[src/rtl/lsa_pkg.sv]
package lsa_pkg;

  // Number of byte lanes on the memory bus; must be a power of two.
  parameter int unsigned LANE_COUNT = 4;
  localparam int unsigned OFF_W = $clog2(LANE_COUNT);

  // Strobes from control to datapath.
  typedef struct packed {
    logic [LANE_COUNT-1:0] laneSel;   // one-hot byte lane for byte accesses
    logic                  wordMode;  // full-width transfer
    logic                  wrActive;  // store that may write memory
    logic                  fault;     // misaligned word access
  } laneCtl_t;

endpackage

[src/rtl/lsa_ctrl.sv]
module lsa_ctrl
  import lsa_pkg::*;
(
  input  logic [OFF_W-1:0] offset,
  input  logic             isWord,
  input  logic             isStore,
  input  logic             bigEndian,
  output laneCtl_t         ctl
);

  logic [OFF_W-1:0] laneIdx;
  logic             misaligned;

  // Reversing lane order equals inverting the offset for a power-of-two lane count.
  assign laneIdx    = bigEndian ? ~offset : offset;
  assign misaligned = isWord && (offset != '0);

  always_comb begin
    ctl          = '0;
    ctl.laneSel  = LANE_COUNT'(1) << laneIdx;
    ctl.wordMode = isWord;
    ctl.fault    = misaligned;
    ctl.wrActive = isStore && !misaligned;
  end

endmodule

[src/rtl/lsa_datapath.sv]
module lsa_datapath
  import lsa_pkg::*;
#(
  parameter int unsigned LANE_W = 8,
  localparam int unsigned DATA_W = LANE_COUNT * LANE_W
) (
  input  laneCtl_t              ctl,
  input  logic [DATA_W-1:0]     memRdData,
  input  logic [DATA_W-1:0]     stWrData,
  output logic [DATA_W-1:0]     ldData,
  output logic [DATA_W-1:0]     memWrData,
  output logic [LANE_COUNT-1:0] memByteEn
);

  logic [LANE_W-1:0] laneMasked [LANE_COUNT];
  logic [LANE_W-1:0] pickedByte;

  // Gate each read lane by its select; the OR of all gated lanes is the picked byte.
  for (genvar i = 0; i < LANE_COUNT; i++) begin : g_lane
    assign laneMasked[i] = ctl.laneSel[i] ? memRdData[i*LANE_W +: LANE_W] : '0;
    assign memWrData[i*LANE_W +: LANE_W] =
      ctl.wordMode ? stWrData[i*LANE_W +: LANE_W] : stWrData[LANE_W-1:0];
  end

  always_comb begin
    pickedByte = '0;
    for (int i = 0; i < LANE_COUNT; i++) pickedByte |= laneMasked[i];
  end

  assign ldData = ctl.wordMode ? memRdData
                               : {{(DATA_W-LANE_W){1'b0}}, pickedByte};

  always_comb begin
    if (!ctl.wrActive)    memByteEn = '0;
    else if (ctl.wordMode) memByteEn = '1;
    else                   memByteEn = ctl.laneSel;
  end

endmodule

[src/rtl/ldst_aligner.sv]
module ldst_aligner
  import lsa_pkg::*;
#(
  parameter int unsigned ADDR_W = 32,
  parameter int unsigned LANE_W = 8,
  localparam int unsigned DATA_W = LANE_COUNT * LANE_W
) (
  input  logic [ADDR_W-1:0]     addr,
  input  logic                  isWord,
  input  logic                  isStore,
  input  logic                  bigEndian,
  input  logic [DATA_W-1:0]     memRdData,
  input  logic [DATA_W-1:0]     stWrData,
  output logic [DATA_W-1:0]     ldData,
  output logic [DATA_W-1:0]     memWrData,
  output logic [LANE_COUNT-1:0] memByteEn,
  output logic                  alignFault
);

  laneCtl_t ctl;

  lsa_ctrl ctrl_i (
    .offset    (addr[OFF_W-1:0]),
    .isWord    (isWord),
    .isStore   (isStore),
    .bigEndian (bigEndian),
    .ctl       (ctl)
  );

  lsa_datapath #(.LANE_W(LANE_W)) dp_i (
    .ctl       (ctl),
    .memRdData (memRdData),
    .stWrData  (stWrData),
    .ldData    (ldData),
    .memWrData (memWrData),
    .memByteEn (memByteEn)
  );

  assign alignFault = ctl.fault;

endmodule

[config.mk]
export PLATFORM = sky130hd
export DESIGN_NAME = ldst_aligner
export DESIGN_NICKNAME = d
export VERILOG_FILES = /design/src/rtl/lsa_pkg.sv /design/src/rtl/lsa_ctrl.sv /design/src/rtl/lsa_datapath.sv /design/src/rtl/ldst_aligner.sv
export SDC_FILE = /design/constraint.sdc
export NUM_CORES = 1
export LEC_CHECK = 0
export ABC_CLOCK_PERIOD_IN_PS = 1700
export BUFFER_PORTS_ARGS = -buffer_cell sky130_fd_sc_hd__buf_2
export CAP_MARGIN = 10
export CORE_MARGIN = 5
export CORE_UTILIZATION = 28
export DETAILED_ROUTE_END_ITERATION = 8
export GPL_ROUTABILITY_DRIVEN = 1
export PLACE_DENSITY_LB_ADDON = 0.05
export SLEW_MARGIN = 10
export SYNTH_ARGS = -nofsm -noshare
export SYNTH_HDL_FRONTEND = slang
export SYNTH_SLANG_ARGS = --single-unit
[constraint.sdc]
create_clock -name vclk -period 1.7
set_input_delay 0.34 -clock vclk [all_inputs]
set_output_delay 0.34 -clock vclk [all_outputs]
set_load 0.02 [all_outputs]
After elaboration in Yosys (flattened, before gate mapping)
Cells that the tools add are included.
W data, S select, Z words.
Operators by class
  shift-type cells: 1
  multiplexer cells: 11
  bitwise logic cells: 4
  reductions and logical operators: 4
Operator list (number)
  $mux W8: 7
  $mux W32: 1
  $or A8 B8 Y8: 3
  $mux W4: 2
  $shl A1 B2 Y4 const A: 1
  $logic_and A1 B1 Y1: 2
  $mux W2: 1
  $not A2 Y2: 1
  $reduce_bool A2 Y1: 1
  $logic_not A1 Y1: 1
Word-level totals
  register bits: 0

Logic depth before layout (Yosys ltp)
  word-level depth: 8
  gate-level depth with buffers: 5

By module
From an unflattened synthesis, not the netlist that was laid out.
Second synthesis, totals
  cells, all modules: 141
  area, all modules: 792.0 µm²
By module, submodules not included
  lsa_datapath: instances 1, cells an instance 127, area an instance 695.7 µm², seq. area each 0.0 µm²
  lsa_ctrl: instances 1, cells an instance 14, area an instance 96.3 µm², seq. area each 0.0 µm²

Worst setup path after synthesis
OpenSTA, ideal clock, no wires.
  path type: input to output
  start point: input isWord
  end point: output memByteEn[2]
  arrival: 1.513 ns
  data required time: 1.360 ns
  path slack: -0.153 ns
  stages on the path: 5
  buffers on the path: 2
  cell sequence: buf_2 and4bb_2 buf_2 nor2_1 a21boi_0
Between the ends
  longest elaborated chain between the ends: 4
RTL lines
  from (decl): RTL line ldst_aligner.sv:9  | input logic isWord,
  $logic_and A1 B1 Y1: RTL line lsa_ctrl.sv:16  | assign misaligned = isWord && (offset != '0);
  $logic_not A1 Y1: RTL line lsa_ctrl.sv:23  | ctl.wrActive = isStore && !misaligned;
  $logic_and A1 B1 Y1: RTL line lsa_ctrl.sv:23
  $mux W4 (*): RTL line lsa_datapath.sv:34  | if (!ctl.wrActive) memByteEn = '0;
  to (decl): RTL line ldst_aligner.sv:16  | output logic [LANE_COUNT-1:0] memByteEn,
Mark *: on every way between the ends. The rest lies on a longest branch, timed or not.

Worst setup path after layout
  start point: input addr[1]
  end point: output memByteEn[2]
Between the ends
  longest elaborated chain between the ends: 5
RTL lines
  from (decl): RTL line ldst_aligner.sv:8  | input logic [ADDR_W-1:0] addr,
  $not A2 Y2 or $reduce_bool A2 Y1 (tied branches): RTL line lsa_ctrl.sv:15, lsa_ctrl.sv:16
  $mux W2 or $logic_and A1 B1 Y1 (tied branches): RTL line lsa_ctrl.sv:15, lsa_ctrl.sv:16
  $shl A1 B2 Y4 or $logic_not A1 Y1 (tied branches): RTL line lsa_ctrl.sv:20, lsa_ctrl.sv:23
  $mux W4 or $logic_and A1 B1 Y1 (tied branches): RTL line lsa_datapath.sv:35, lsa_ctrl.sv:23
  $mux W4 (*): RTL line lsa_datapath.sv:34
Marks and branches as above.

==> reports/qor.yml <==
mostFrequentLayoutCells: "buf_2 (126), nand2_1 (49), and2_1 (24), buf_4 (20), o21ai_0 (12)"
setup_violations: 0
cp_max_fo: 9
crit_top_cell: "buf_4"
crit_chain: "buf_4, and4bb_4, buf_4, nor2_2, a21boi_1, buf_4"
worstPathRequired_ns: 1.36
antenna_found_initial: 0
rows: 21
ys_warn_count: 0
pre_cts_ws_ns: -0.128
cp-startpoint: "addr[1]"
worst_slack_ns: 0.0203
hpwl_um: 3540
maxCapViolations: 0
postSynthCellCount: 161
status: "finished, final reports clean"
drive_above_1_share_pct: 56.4
min_period_ns: 1.68
die-width_um: 67.6
syn_to_final_growth_pct: 87.5
crit_path_end_kind: "output pin"
power-per-cell-area_mw_per_mm2: 323
gp_congestion: 0.753
power.leakage_nw: 1.03
wire_per_inst_um: 12.4
ant_nets: 0
track_usage_pct: 16.2
final_util_pct: 53.1
final_nets: 392
start_kind: "input pin"
initial_core_util_pct: 28.3
detail_route.first_pass.iterations: 4
slew_viol_final: 0
grt_pass1_vias: 1362
drc: 0
finalHoldViolCount: 0
syn_avg_cell_area_sq_um: 5.77
gr-total-overflow: 0
crit_family: "simple AND/OR/NAND/NOR gates"
numSequentialCells: 0
core_region_area_sq_mm: 0.00328
critical_path_class: "in2out"
hold_ws_ns: 0.914
maxSlewHeadroom_pct: 83.6
crit_buf_inv: 3
vias: 1546
clkbuf_count: 0
worstHoldStart: "stWrData[4]"
regArea_sq_um: 0
total_power_mw: 0.563
io_buffers: 138
synth_cell_types: 19
grt_pass1_wl_um: 6000
slowest_delay_ns: 0.42
postCtsSetupRepairBufs: 0
diodes: 0
die_area_sq_mm: 0.00457
critPathSlowestCell: "and4bb_4"
worst-endpoint-arrival_ns: 1.34
drt_iter0_drc: 66
synth_nets: 260
rsz0062_at_grt: "yes"
totalWireLength_um: 4170
grt_max_degree: 27
ys_seq_area_share_pct: 0
max_slew.worst_pin.slew_ns: 0.245
min_period_over_period_pct: 98.8
achievable-frequency_ghz: 0.595
die_y_um: 67.6
final_common_cell: "buf_2"
io_pins: 168
syn_area_sq_um: 930
hold_path_class: "in2out"
vdd_drop_max_mv: 0.166
via_per_inst: 4.59
-- where the power goes --
group          leakage [nW]  internal [mW]  switching (mW)
sequential                0              0               0
combinational          1.03          0.242           0.321
clock                     0              0               0
-- path summary, 6_finish.rpt --
kind,endpoint,slack [ns],depth (start not counted)
setup / recovery,memByteEn[2],0.02,6
hold / removal,memWrData[4],0.91,2
-- final cells by class --
class / count / area, sq um
Fill cell: 366 / 1540
Timing Repair Buffer: 151 / 846
Multi-Input combinational cell: 140 / 840
Tap cell: 46 / 57.6
-- cells in the mapped netlist --
cell type	n	area share [%]
or2_2	1	0.67
a21boi_1	1	0.81
nand4_1	8	5.4
a21oi_1	1	0.54
and4bb_2	3	4.0
mux2i_1	1	1.1
and2_1	25	17
nand2_1	49	20
nor2b_1	3	2.0
nor2_1	3	1.2
o21ai_0	24	13
clkbuf_1	6	2.4
nand2b_1	9	6.1
buf_4	8	6.5
o221ai_1	8	7.5
a21boi_0	1	0.81
buf_2	6	3.2
clkbuf_2	1	0.54
nor4b_4	3	7.7
-- metal layers --
metal	up-vias	wire, um	track usage [%]
met5	-	0	0
met4	0	0	0
met3	0	464	2.83
met2	82	2110	32.0
met1	657	1600	18.9
li1	807	-	-
-- per-stage QoR --
step | instance area [sq um] | TNS (ns) | cells
2_1_floorplan | 933 | -0.00381 | 161
6_report | 1740 | 0 | 337
4_1_cts | 1720 | -0.0327 | 337
5_1_grt | 1740 | -0.0426 | 337
3_5_place_dp | 1650 | -0.776 | 336
3_3_place_gp | 1650 | -0.661 | 336
-- timing repair --
item,CTS,global route
pin swaps,2,6
cloned,1,0
endpoints found under the setup margin,10,10
resized for setup,27,15
hold buffers,0,0
-- cells by family (layout without fill, tap and decap cells) --
family / count (synthesis) / in the layout / synth area share, %
AND/OR/NAND/NOR: 104 / 104 / 63.7
AO/OA/AOI/OAI: 35 / 35 / 22.6
buffers and inverters: 21 / 151 / 12.7
multiplexers: 1 / 1 / 1.08
Power figures use the tool's default switching activity.
